==> config.mk <==
export PLATFORM = sky130hd
export DESIGN_NAME = alu_bridge_unit
export DESIGN_NICKNAME = d
export VERILOG_FILES = /design/src/rtl/alu_bridge_pkg.sv /design/src/rtl/alu_rd_merge.sv /design/src/rtl/alu_oc_adder.sv /design/src/rtl/alu_reg_bank.sv /design/src/rtl/alu_bridge_unit.sv
export SDC_FILE = /design/constraint.sdc
export NUM_CORES = 1
export LEC_CHECK = 0
export BUFFER_PORTS_ARGS = -buffer_cell sky130_fd_sc_hd__buf_2
export CAP_MARGIN = 5
export CORE_AREA = 2 2 76 115
export DETAILED_ROUTE_END_ITERATION = 16
export DIE_AREA = 0 0 78 117
export GPL_ROUTABILITY_DRIVEN = 0
export PLACE_DENSITY_LB_ADDON = 0.15
export RECOVER_POWER = 50
export REMOVE_ABC_BUFFERS = 1
export SLEW_MARGIN = 20
export SYNTH_ARGS = -nofsm -noshare
export SYNTH_HDL_FRONTEND = slang
export SYNTH_SLANG_ARGS = --single-unit
==> constraint.sdc <==
create_clock -name clk -period 5.8 [get_ports clk]
set_input_delay 1.16 -clock clk [delete_from_list [all_inputs] [get_ports clk]]
set_output_delay 1.16 -clock clk [all_outputs]
set_load 0.005 [all_outputs]
==> src/rtl/alu_bridge_pkg.sv <==
`timescale 1ns/1ps
package alu_bridge_pkg;

    localparam int WORD_W = 16;
    localparam int NUM_RD = 11;
    localparam int NUM_WR = 6;

    typedef logic [WORD_W-1:0] word_t;

    // read pulse positions in rd_sel
    typedef enum int unsigned {
        RD_B      = 0,
        RD_BINV   = 1,
        RD_SUM    = 2,
        RD_B14    = 3,
        RD_ONE    = 4,
        RD_ONE_C  = 5,
        RD_TWO    = 6,
        RD_O22    = 7,
        RD_O24    = 8,
        RD_O2000  = 9,
        RD_SIGN   = 10
    } rd_idx_e;

    // write pulse positions in wr_sel
    typedef enum int unsigned {
        WR_CLR    = 0,
        WR_B      = 1,
        WR_CI     = 2,
        WR_Y      = 3,
        WR_X      = 4,
        WR_YONLY  = 5
    } wr_idx_e;

    typedef struct packed {
        word_t b;
        word_t x;
        word_t y;
        logic  ci;
    } regs_t;

    localparam word_t MASK_B14 = word_t'(1) << (WORD_W - 2);
    localparam word_t K_SIGN   = word_t'(1) << (WORD_W - 1);
    localparam word_t K_ONE    = word_t'(1);
    localparam word_t K_ONE_C  = ~word_t'(1);
    localparam word_t K_TWO    = word_t'(2);
    localparam word_t K_O22    = word_t'(18);
    localparam word_t K_O24    = word_t'(20);
    localparam word_t K_O2000  = word_t'(1024);

    // ones-complement add with end-around carry
    function automatic word_t oc_add(word_t a, word_t b, logic cin);
        logic [WORD_W:0] s;
        s = {1'b0, a} + {1'b0, b} + {{WORD_W{1'b0}}, cin};
        return s[WORD_W-1:0] + {{(WORD_W-1){1'b0}}, s[WORD_W]};
    endfunction

endpackage

==> src/rtl/alu_rd_merge.sv <==
`timescale 1ns/1ps
module alu_rd_merge
    import alu_bridge_pkg::*;
#(
    parameter int N_EXT = 4
) (
    input  logic                    clk,
    input  logic                    rst,
    input  logic [N_EXT-1:0]        ext_valid,
    input  logic [N_EXT*WORD_W-1:0] ext_word,
    input  logic [NUM_RD-1:0]       rd_sel,
    input  word_t                   b_q,
    input  word_t                   sum_u,
    output word_t                   wbus,
    output logic                    conflict
);
    localparam int CNT_W = $clog2(N_EXT + 1);

    word_t ext_gated [N_EXT];
    word_t src [NUM_RD];
    word_t ext_or;
    word_t int_or;
    logic [CNT_W-1:0] drv_cnt;

    genvar gi;
    generate
        for (gi = 0; gi < N_EXT; gi++) begin : g_ext
            assign ext_gated[gi] = ext_valid[gi] ? ext_word[gi*WORD_W +: WORD_W] : '0;
        end
    endgenerate

    always_comb begin
        ext_or  = '0;
        drv_cnt = '0;
        for (int i = 0; i < N_EXT; i++) begin
            ext_or  = ext_or | ext_gated[i];
            drv_cnt = drv_cnt + CNT_W'(ext_valid[i]);
        end
    end

    assign conflict = (drv_cnt > CNT_W'(1));

    always_comb begin
        src[RD_B]     = b_q;
        src[RD_BINV]  = ~b_q;
        src[RD_SUM]   = sum_u;
        src[RD_B14]   = b_q & MASK_B14;
        src[RD_ONE]   = K_ONE;
        src[RD_ONE_C] = K_ONE_C;
        src[RD_TWO]   = K_TWO;
        src[RD_O22]   = K_O22;
        src[RD_O24]   = K_O24;
        src[RD_O2000] = K_O2000;
        src[RD_SIGN]  = K_SIGN;
    end

    always_comb begin
        int_or = '0;
        for (int k = 0; k < NUM_RD; k++) begin
            if (rd_sel[k]) int_or = int_or | src[k];
        end
    end

    assign wbus = ext_or | int_or;

    p_idle_zero_r2: assert property (@(posedge clk) disable iff (rst)
        (ext_valid == '0 && rd_sel == '0) |-> (wbus == '0));

    p_single_drv_r3: assert property (@(posedge clk) disable iff (rst)
        ($countones(ext_valid) <= 1) |-> !conflict);

    p_forward_r4: assert property (@(posedge clk) disable iff (rst)
        (ext_valid == N_EXT'(1) && rd_sel == '0) |-> (wbus == ext_word[WORD_W-1:0]));

endmodule

==> src/rtl/alu_oc_adder.sv <==
`timescale 1ns/1ps
module alu_oc_adder
    import alu_bridge_pkg::*;
(
    input  word_t x_q,
    input  word_t y_q,
    input  logic  ci_q,
    output word_t sum_u
);
    assign sum_u = oc_add(x_q, y_q, ci_q);

    always_comb begin
        if (x_q == ~y_q && !ci_q) begin
            p_neg_zero_r6: assert (sum_u == '1);
        end
    end

endmodule

==> src/rtl/alu_reg_bank.sv <==
`timescale 1ns/1ps
module alu_reg_bank
    import alu_bridge_pkg::*;
(
    input  logic              clk,
    input  logic              rst,
    input  logic [NUM_WR-1:0] wr_sel,
    input  word_t             wbus,
    output regs_t             regs_q
);
    regs_t regs_d;

    always_comb begin
        regs_d = regs_q;
        // clears first, loads afterwards so loads win
        if (wr_sel[WR_CLR]) begin
            regs_d.x  = '0;
            regs_d.y  = '0;
            regs_d.ci = 1'b0;
        end
        if (wr_sel[WR_Y]) begin
            regs_d.x  = '0;
            regs_d.ci = 1'b0;
        end
        if (wr_sel[WR_Y] || wr_sel[WR_YONLY]) regs_d.y = wbus;
        if (wr_sel[WR_X])  regs_d.x  = wbus;
        if (wr_sel[WR_CI]) regs_d.ci = wbus[0];
        if (wr_sel[WR_B])  regs_d.b  = wbus;
    end

    always_ff @(posedge clk) begin
        if (rst) regs_q <= '0;
        else     regs_q <= regs_d;
    end

    p_reset_r1: assert property (@(posedge clk)
        rst |=> (regs_q == '0));

    p_clear_r8: assert property (@(posedge clk) disable iff (rst)
        (wr_sel == NUM_WR'(1)) |=> (regs_q.x == '0 && regs_q.y == '0 && !regs_q.ci));

    p_bload_r8: assert property (@(posedge clk) disable iff (rst)
        wr_sel[WR_B] |=> (regs_q.b == $past(wbus)));

    p_yload_wins_r9: assert property (@(posedge clk) disable iff (rst)
        (wr_sel[WR_CLR] && wr_sel[WR_YONLY]) |=> (regs_q.y == $past(wbus)));

    p_hold_r10: assert property (@(posedge clk) disable iff (rst)
        (wr_sel == '0) |=> $stable(regs_q));

endmodule

==> src/rtl/alu_bridge_unit.sv <==
`timescale 1ns/1ps
module alu_bridge_unit
    import alu_bridge_pkg::*;
#(
    parameter int N_EXT = 4
) (
    input  logic                    clk,
    input  logic                    rst,
    input  logic [N_EXT-1:0]        ext_valid,
    input  logic [N_EXT*WORD_W-1:0] ext_word,
    input  logic [NUM_RD-1:0]       rd_sel,
    input  logic [NUM_WR-1:0]       wr_sel,
    output logic [WORD_W-1:0]       wbus,
    output logic [WORD_W-1:0]       sum_u,
    output logic [WORD_W-1:0]       reg_b,
    output logic [WORD_W-1:0]       reg_x,
    output logic [WORD_W-1:0]       reg_y,
    output logic                    reg_ci,
    output logic                    bus_conflict
);
    regs_t regs_q;
    word_t sum_w;
    word_t bus_w;

    alu_oc_adder u_adder (
        .x_q   (regs_q.x),
        .y_q   (regs_q.y),
        .ci_q  (regs_q.ci),
        .sum_u (sum_w)
    );

    alu_rd_merge #(.N_EXT(N_EXT)) u_merge (
        .clk       (clk),
        .rst       (rst),
        .ext_valid (ext_valid),
        .ext_word  (ext_word),
        .rd_sel    (rd_sel),
        .b_q       (regs_q.b),
        .sum_u     (sum_w),
        .wbus      (bus_w),
        .conflict  (bus_conflict)
    );

    alu_reg_bank u_regs (
        .clk    (clk),
        .rst    (rst),
        .wr_sel (wr_sel),
        .wbus   (bus_w),
        .regs_q (regs_q)
    );

    assign wbus   = bus_w;
    assign sum_u  = sum_w;
    assign reg_b  = regs_q.b;
    assign reg_x  = regs_q.x;
    assign reg_y  = regs_q.y;
    assign reg_ci = regs_q.ci;

    p_sum_to_x_r7: assert property (@(posedge clk) disable iff (rst)
        (wr_sel == NUM_WR'(16) && rd_sel == NUM_RD'(4) && ext_valid == '0)
        |=> (reg_x == $past(sum_u)));

endmodule

==> impl_metrics.ini, run 1 <==
[outcome]
outcome = completed

[clocking]
cts.reportedPaths.clkPinSlew_ns = 0.07
cts_tree = done
cts-buffers-inserted = 5
clock_latency_ns = 0.29
cts_buffer_depth = 2
cts_root_buf = clkbuf_16
htreeDepth = 2
cts_hold_buf = 0
clock_sinks = 49

[logic_synthesis]
synth_top_area_share_pct = 25.73
ys_types = 68
async_flop_share_pct = 0
synth-main-ff-cell = dfxtp_1
synth_edf_count = 0
syn_area_sq_mm = 0.003812
synth.top_cells.by_count = 49 x dfxtp_1, 41 x a21oi_1, 38 x nor2_1
synth-seq-cells = 49
synthTopCellsByArea = dfxtp_1 26%, ha_1 6.2%, mux2i_1 5.5%, a21oi_1 5.4%, nor2_1 3.7%
synth_warnings = 0
synth_cells = 473
yosysMostFrequentCell = dfxtp_1
yosysTopAreaCell = dfxtp_1
seq_area_frac_synth_pct = 25.73
avgSynthCellArea_sq_um = 8.060

[floorplanning]
rows = 41
start_util_pct = 46.45
design.die.area_sq_mm = 0.009126
die_h_um = 117
io_pins = 169
dieWidth_um = 78
core_sq_mm = 0.008208

[job]
cap_violations = 0

[final_layout]
largest_register_ffs = 49
regArea_sq_um = 980.9
drive_gt1_share_pct = 28.53
stdcell_count = 732
fin_area_sq_mm = 0.004865
top_register = u_regs.regs_q
multi_input_area_sq_mm = 0.002680
final_nets = 731
top_regs = u_regs.regs_q: 49 flops
syn_to_final_growth_pct = 27.60
n_fill_cell = 795

[placed_design]
portBuffers = 168
dp_hpwl_um = 10930
dpl.cell_count = 723
place_area_sq_mm = 0.004710
pre_cts_ws_ns = 0.4327

[setup_path]
cpMaxStageDelayCell = fa_1
r2r_setup_slack_ns = 1.57
path_buf_inv = 3
crit_path_end = wbus[14]
crit_fanout = 5
critPathRequiredTime_ns = 4.64
endpoint_kind = output port
cp.depth = 20
cp_slowest_stage_delay_ns = 0.40
ff2ff_path_depth = 19
path_delay_family = compound AO/OA/AOI/OAI gates
reg2reg_from = u_regs.regs_q[17]
crit_type = reg -> out
critPathLaunch = u_regs.regs_q[17]
r2r-end = u_regs.regs_q[47]
cp-start-kind = flip-flop
crit_chain = fa_1, inv_1, fa_1, nor2b_1, o31a_1, o21a_4, o41ai_2, o21ai_0, a21o_1, ha_1, ha_1, nand2_1, nor3_2, and3_1, nand4_2, a2111oi_4, xor2_1, a21oi_2, inv_1, buf_2
critical_path_arrival_ns = 4.40

[power]
share_comb_of_total_power_pct = 37.3
power_density_mw_per_mm2 = 232.0
netSwitchingPower_uw = 405.8
sequentialPowerShare_pct = 34.4
p_int_uw = 722.8
finalPower_mw = 1.129
clockPowerShare_pct = 28.3
switching_share_pct = 35.96
peakVddDrop_mv = 0.1782
p_leak_nw = 2.223

[route]
dr.pass1.iters = 6
drc_errors = 0
vias_per_cell = 6.123
vias = 4482
drt_iter0_markers = 393
drtAntennaViolNets = 0
wire_per_inst_um = 19.49
wl_um = 14270

[timing]
clock_skew_ns = 0.003899
rsz0062_at_grt = true
whs_ns = 0.4781
slew_viol_final = 0
fin_crit_ns = 5.564
max_freq_mhz = 179.7
tightest_slew_ns = 1.083
final-hold-violation-count = 0
post-route-period-util_pct = 95.93
finalSetupViolations = 0
fin_ws_ns = 0.2361
slew_headroom_pct = 27.80

[grt]
grt_pass1_wl_um = 22110
grt.total_usage_pct = 31.25
antenna_found_initial = 1
overflow = 0
grt_max_degree = 52
grt_pass1_vias = 4346

[worst_hold_path]
hold_path_class = reg -> reg
==> timing repair <==
action,CTS,global route
endpoints found under the setup margin,0,8
gates resized for setup,0,4
buffers inserted,0,0
hold endpoints to repair,0,0
==> area by class of cell <==
type                       count  share of cell area (%)
clock inverter                 1                  0.1800
clock buffer                   7                   3.138
antenna                        1                 0.05144
timing repair buffer         172                   17.31
multi-input combinational    378                   55.09
inverter                      17                   1.312
sequential                    49                   20.16
tap                          107                   2.752
==> worst min-delay path, cell delays in order (launching register included) <==
cell and delay (ns):
dfxtp_1 0.32, nand2_1 0.06, a21oi_1 0.05
==> metrics by stage <==
| stage | TNS [ns] | utilization [%] |
|---|---|---|
| final | 0 | 59.27 |
| after global routing | -0.03195 | 59.24 |
| after CTS | 0 | 59.34 |
| after detailed placement | 0 | 57.38 |
| after global placement | 0 | 57.38 |
| after floorplan | 0 | - |
==> power by group through the flow <==
| stage | Sequential (mW) | Clock [mW] | Combinational [mW] |
|---|---|---|---|
| 6_report | 0.388 | 0.320 | 0.421 |
| 5_1_grt | 0.391 | 0.334 | 0.460 |
| 4_1_cts | 0.388 | 0.324 | 0.416 |
| 3_5_place_dp | 0.395 | 0 | 0.414 |
| 3_3_place_gp | 0.394 | 0 | 0.410 |
| 2_1_floorplan | 0.392 | 0 | 0.237 |
==> cells in the final DEF (no fill, tap or decap), types with 8 or more instances in the layout <==
master / synthesis / routed
buf_2: 3 / 145
nor3_1: 13 / 11
xnor2_1: 9 / 9
nor2_1: 38 / 38
inv_1: 17 / 17
a21oi_1: 41 / 40
clkbuf_1: 25 / 23
a22oi_1: 11 / 11
nand3_1: 28 / 28
nand2b_1: 8 / 8
nand2_1: 34 / 34
dfxtp_1: 49 / 49
o21ai_0: 14 / 14
a21o_1: 9 / 9
mux2i_1: 21 / 21
a222oi_1: 14 / 14
a211oi_1: 14 / 14
nand4_1: 12 / 12
ha_1: 19 / 19
==> how the worst min path moves through the flow <==
stage	start	endpoint	slack, ns	cells after the start
after floorplan	u_regs.regs_q[29]	u_regs.regs_q[29]	0.46	2
after global placement	u_regs.regs_q[29]	u_regs.regs_q[29]	0.47	2
after detailed placement	u_regs.regs_q[29]	u_regs.regs_q[29]	0.47	2
after CTS	u_regs.regs_q[29]	u_regs.regs_q[29]	0.48	2
after global routing	u_regs.regs_q[29]	u_regs.regs_q[29]	0.51	2
final	u_regs.regs_q[29]	u_regs.regs_q[29]	0.48	2
==> per-layer routing <==
layer  up-vias  track usage [%]  part of all wire, %
met4         0            18.13                  5.3
met1      2092            33.37                   36
met5         -                0                    0
li1       2096                -                    -
met3        52            6.135                  7.1
met2       242            57.18                   51
==> cell families (layout without fill, tap and decap cells) <==
family / Yosys count / count (layout) / share of synthesized area (%)
simple gates: 166 / 166 / 22.68
compound gates: 154 / 154 / 30.29
flops: 49 / 49 / 25.73
buf+inv: 46 / 197 / 4.627
fa+ha+maj: 21 / 21 / 7.286
mux: 21 / 21 / 5.514
xor+xnor: 16 / 16 / 3.873
other cells: 0 / 1 / 0
No activity file was read; power rests on OpenSTA's default activity.
==> run 2, diff against run 1 <==
--- a/config.mk
+++ b/config.mk
@@ -11,6 +11,7 @@
 export DETAILED_ROUTE_END_ITERATION = 16
 export DIE_AREA = 0 0 78 117
 export GPL_ROUTABILITY_DRIVEN = 0
+export MAX_ROUTING_LAYER = met4
 export PLACE_DENSITY_LB_ADDON = 0.15
 export RECOVER_POWER = 50
 export REMOVE_ABC_BUFFERS = 1
==> impl_metrics.ini, run 2 (same netlist as run 1, synthesis figures left out) <==
[outcome]
outcome = completed

[final_layout]
syn_to_final_growth_pct = 27.60
largest_register_ffs = 49
final_nets = 731
n_fill_cell = 795
stdcell_count = 732
fin_area_sq_mm = 0.004865
mostFrequentLayoutCells = 145 x buf_2, 49 x dfxtp_1, 40 x a21oi_1, 38 x nor2_1, 34 x nand2_1
top_register = u_regs.regs_q
top_regs = u_regs.regs_q: 49 flops
final_common_cell = buf_2
drive_gt1_share_pct = 28.53
fin_util_pct = 59.27

[placed_design]
dpl.cell_count = 723
dp_hpwl_um = 10930
place_area_sq_mm = 0.004710
portBuffers = 168

[route]
vias = 4513
drc_errors = 0
vias_per_cell = 6.165
drt_iter0_markers = 368
wl_um = 14290
wire_per_inst_um = 19.52
drtAntennaViolNets = 0
dr.pass1.iters = 8

[power]
power_density_mw_per_mm2 = 231.8
p_leak_nw = 2.223
peakVddDrop_mv = 0.1777

[setup_path]
cp_slowest_stage_delay_ns = 0.40
reg2reg_from = u_regs.regs_q[17]
cp-start-kind = flip-flop
crit_type = reg -> out
critPathRequiredTime_ns = 4.64
crit_chain = fa_1, inv_1, fa_1, nor2b_1, o31a_1, o21a_4, o41ai_2, o21ai_0, a21o_1, ha_1, ha_1, nand2_1, nor3_2, and3_1, nand4_2, a2111oi_4, xor2_1, a21oi_2, inv_1, buf_2
cpMaxStageDelayCell = fa_1
critical_path_arrival_ns = 4.41
endpoint_kind = output port
r2r-end = u_regs.regs_q[47]
r2r_setup_slack_ns = 1.57
ff2ff_path_depth = 19
crit_fanout = 5

[timing]
slew_headroom_pct = 27.49
rsz0062_at_grt = true
finalSetupViolations = 0
clock_skew_ns = 0.003576
slew_viol_final = 0
tightest_slew_ns = 1.088
fin_crit_ns = 5.566
max_freq_mhz = 179.7
post-route-period-util_pct = 95.97
final-hold-violation-count = 0

[clocking]
cts_hold_buf = 0
cts_setup_buffers = 0
cts-buffers-inserted = 5
htreeDepth = 2
cts_buffer_depth = 2
clock_latency_ns = 0.29
cts_resized = 0
clock_sinks = 49
cts.reportedPaths.clkPinSlew_ns = 0.07
cts_tree = done
cts_root_buf = clkbuf_16

[floorplanning]
rows = 41
dieWidth_um = 78
core_sq_mm = 0.008208
design.die.area_sq_mm = 0.009126
start_util_pct = 46.45
die_h_um = 117
io_pins = 169

[grt]
grt_max_degree = 52
grt.total_usage_pct = 32.12
grt_pass1_vias = 4364
antenna_found_initial = 1
grt_pass1_wl_um = 22020
overflow = 0

[worst_hold_path]
hold_start = u_regs.regs_q[29]
hold_path_class = reg -> reg
min_path_cells = 2
holdPathEnd = u_regs.regs_q[29]

[job]
cap_violations = 0
[run 2: power breakdown]
| part | internal, mW | switching (mW) | total [mW] |
|---|---|---|---|
| sequential | 0.363 | 0.0257 | 0.388 |
| combinational | 0.175 | 0.246 | 0.421 |
| clock | 0.185 | 0.133 | 0.319 |
[run 2: worst max path at each step]
stage / startpoint / end / slack (ns)
after CTS: u_regs.regs_q[17] / wbus[14] / 0.08
after global placement: u_regs.regs_q[17] / wbus[14] / 0.52
after global routing: u_regs.regs_q[1] / wbus[14] / -0.03
final: u_regs.regs_q[17] / wbus[14] / 0.23
after floorplan: u_regs.regs_q[17] / wbus[14] / 0.93
after detailed placement: u_regs.regs_q[17] / wbus[14] / 0.43
[run 2: layout make-up]
class / count / area [sq um] / area share, %
timing repair buffer: 172 / 842.1 / 17.31
sequential: 49 / 980.9 / 20.16
multi-input combinational: 378 / 2680 / 55.09
clock buffer: 7 / 152.6 / 3.138
clock inverter: 1 / 8.758 / 0.1800
inverter: 17 / 63.81 / 1.312
tap: 107 / 133.9 / 2.752
antenna: 1 / 2.502 / 0.05144
[run 2: metrics by stage]
step / TNS (ns) / worst slack, ns / hold slack, ns / total power, mW
2_1_floorplan: 0 / 0.9303 / 0.4634 / 0.6295
3_3_place_gp: 0 / 0.5197 / 0.4659 / 0.8041
3_5_place_dp: 0 / 0.4327 / 0.4738 / 0.8096
4_1_cts: 0 / 0.08219 / 0.4833 / 1.128
5_1_grt: -0.03192 / -0.03192 / 0.5129 / 1.185
6_report: 0 / 0.2338 / 0.4769 / 1.128
[run 2: critical path: cells and delay by family, from the launching register on]
| family | cells | cell delay [ns] |
|---|---|---|
| xor+xnor | 1 | 0.31 |
| buf+inv | 3 | 0.25 |
| compound gates | 7 | 1.33 |
| flops | 1 | 0.39 |
| fa+ha+maj | 4 | 0.97 |
| simple gates | 5 | 0.86 |
[run 2: routing by layer]
metal	wire [um]	part of all wire [%]	track usage, %
met1	5155	36	33.08
met2	7282	51	56.72
met3	1054	7.4	6.135
met4	798	5.6	19.30
met5	0	0	-
==> run 3, diff against run 2 <==
--- a/config.mk
+++ b/config.mk
@@ -11,7 +11,6 @@
 export DETAILED_ROUTE_END_ITERATION = 16
 export DIE_AREA = 0 0 78 117
 export GPL_ROUTABILITY_DRIVEN = 0
-export MAX_ROUTING_LAYER = met4
 export PLACE_DENSITY_LB_ADDON = 0.15
 export RECOVER_POWER = 50
 export REMOVE_ABC_BUFFERS = 1
==> constraint.sdc (replaced) <==
create_clock -name clk -period 5.8 [get_ports clk]
set_input_delay 0.58 -clock clk [delete_from_list [all_inputs] [get_ports clk]]
set_output_delay 0.58 -clock clk [all_outputs]
set_load 0.005 [all_outputs]
==> impl_metrics.ini, run 3 (same netlist as run 1, synthesis figures left out) <==
[clocking]
cts_buffer_depth = 2
cts_hold_buf = 0
cts_setup_buffers = 0
cts.reportedPaths.clkPinSlew_ns = 0.07
htreeDepth = 2
cts_resized = 0
cts_tree = done
clock_latency_ns = 0.30
cts_root_buf = clkbuf_16
clock_sinks = 49
cts-buffers-inserted = 5

[timing]
slew_headroom_pct = 39.27
tns_ns = 0
final-hold-violation-count = 0
clock_skew_ns = 0.004305
fin_crit_ns = 5.152
max_freq_mhz = 194.1
slew_viol_final = 0
post-route-period-util_pct = 88.83
rsz0062_at_grt = false
tightest_slew_ns = 0.9110
finalSetupViolations = 0

[route]
top_layer = met4
vias = 4471
wl_met3_um = 1090
drt_iter0_markers = 337
met2_length_um = 7268
drtAntennaViolNets = 0
wire_per_inst_um = 19.58
drt-met1-wl_um = 5193
vias_per_cell = 6.125
wl_um = 14290
dr.pass1.iters = 7
drc_errors = 0

[final_layout]
drive_gt1_share_pct = 26.16
syn_to_final_growth_pct = 26.48
final_nets = 730
top_regs = u_regs.regs_q: 49 flops
fin_util_pct = 58.75
largest_register_ffs = 49
n_antenna_cell = 0
mostFrequentLayoutCells = 135 x buf_2, 49 x dfxtp_1, 41 x a21oi_1, 38 x nor2_1, 34 x nand2_1
final_common_cell = buf_2
n_fill_cell = 811
top_register = u_regs.regs_q

[floorplanning]
rows = 41
core_sq_mm = 0.008208
start_util_pct = 46.45
die_h_um = 117
dieWidth_um = 78
io_pins = 169
design.die.area_sq_mm = 0.009126

[setup_path]
critical_path_arrival_ns = 4.57
cp_slowest_stage_delay_ns = 0.41
crit_chain = fa_1, inv_1, fa_1, nor2b_1, o31a_1, o21a_4, o41ai_1, o21ai_0, a21o_1, ha_1, ha_1, nand2_1, nor3_1, and3_1, nand4_2, a2111oi_4, xor2_1, a21oi_1, inv_1, buf_2
critPathLaunch = u_regs.regs_q[17]
reg2reg_from = u_regs.regs_q[17]
crit_fanout = 5
cp-start-kind = flip-flop
crit_type = reg -> out
cpMaxStageDelayCell = fa_1
critPathRequiredTime_ns = 5.22
ff2ff_path_depth = 19
endpoint_kind = output port

[grt]
grt_pass1_vias = 4341
grt.total_usage_pct = 31.31
antenna_found_initial = 1
grt_max_degree = 52
overflow = 0
grt_pass1_wl_um = 22330

[power]
clockPowerShare_pct = 28.6
peakVddDrop_mv = 0.1780
p_leak_nw = 2.177
sequentialPowerShare_pct = 34.3
switching_share_pct = 36.21
share_comb_of_total_power_pct = 37.0
netSwitchingPower_uw = 409.4
p_int_uw = 721.2
power_density_mw_per_mm2 = 234.5

[outcome]
outcome = completed

[job]
cap_violations = 0

[placed_design]
portBuffers = 168
dp_hpwl_um = 10980

[worst_hold_path]
hold_start = u_regs.regs_q[29]
hold_path_class = reg -> reg
min_path_cells = 2
run 3: final timing paths:
| kind | endpoint | slack (ns) |
|---|---|---|
| worst max-delay path | wbus[14] | 0.65 |
| worst min-delay path | u_regs.regs_q[29] | 0.48 |
| worst max register to register | u_regs.regs_q[47] | 1.45 |
| worst min register to register | u_regs.regs_q[29] | 0.48 |
run 3: power by group through the flow:
| stage | Sequential, mW | Clock [mW] | Combinational [mW] |
|---|---|---|---|
| after floorplan | 0.392 | 0 | 0.237 |
| after global placement | 0.394 | 0 | 0.412 |
| after detailed placement | 0.395 | 0 | 0.416 |
| after CTS | 0.388 | 0.323 | 0.419 |
| after global routing | 0.392 | 0.337 | 0.457 |
| final | 0.388 | 0.324 | 0.419 |
run 3: layout make-up:
| type | count | area (sq um) | area share, % |
|---|---|---|---|
| Clock buffer | 7 | 152.6 | 3.166 |
| Clock inverter | 1 | 8.758 | 0.1816 |
| Inverter | 17 | 63.81 | 1.323 |
| Multi-Input combinational cell | 378 | 2660 | 55.16 |
| Sequential cell | 49 | 980.9 | 20.34 |
| Tap cell | 107 | 133.9 | 2.776 |
| Timing Repair Buffer | 171 | 822.0 | 17.05 |
run 3: metal layers:
| layer | global-route usage [%] | up-vias |
|---|---|---|
| met5 | 0 | - |
| met4 | 19.77 | 0 |
| met3 | 5.675 | 53 |
| met2 | 57.13 | 234 |
| met1 | 33.22 | 2088 |
| li1 | - | 2096 |
run 3: worst max-delay path: cells and delay by family (launching register included):
kind	cells	cell delay, ns
xor+xnor	1	0.16
simple gates	5	0.92
buf+inv	3	0.27
fa+ha+maj	4	1.02
flops	1	0.39
compound gates	7	1.52
run 3: through the flow:
step	instances	hold slack [ns]	instance area, sq um	setup slack [ns]	total power, mW
2_1_floorplan	444	0.4634	3700	1.510	0.6295
3_3_place_gp	722	0.4663	4702	1.176	0.8056
3_5_place_dp	722	0.4691	4702	1.016	0.8112
4_1_cts	730	0.4785	4863	0.6692	1.130
5_1_grt	730	0.5047	4822	0.3366	1.185
6_report	730	0.4771	4822	0.6480	1.131
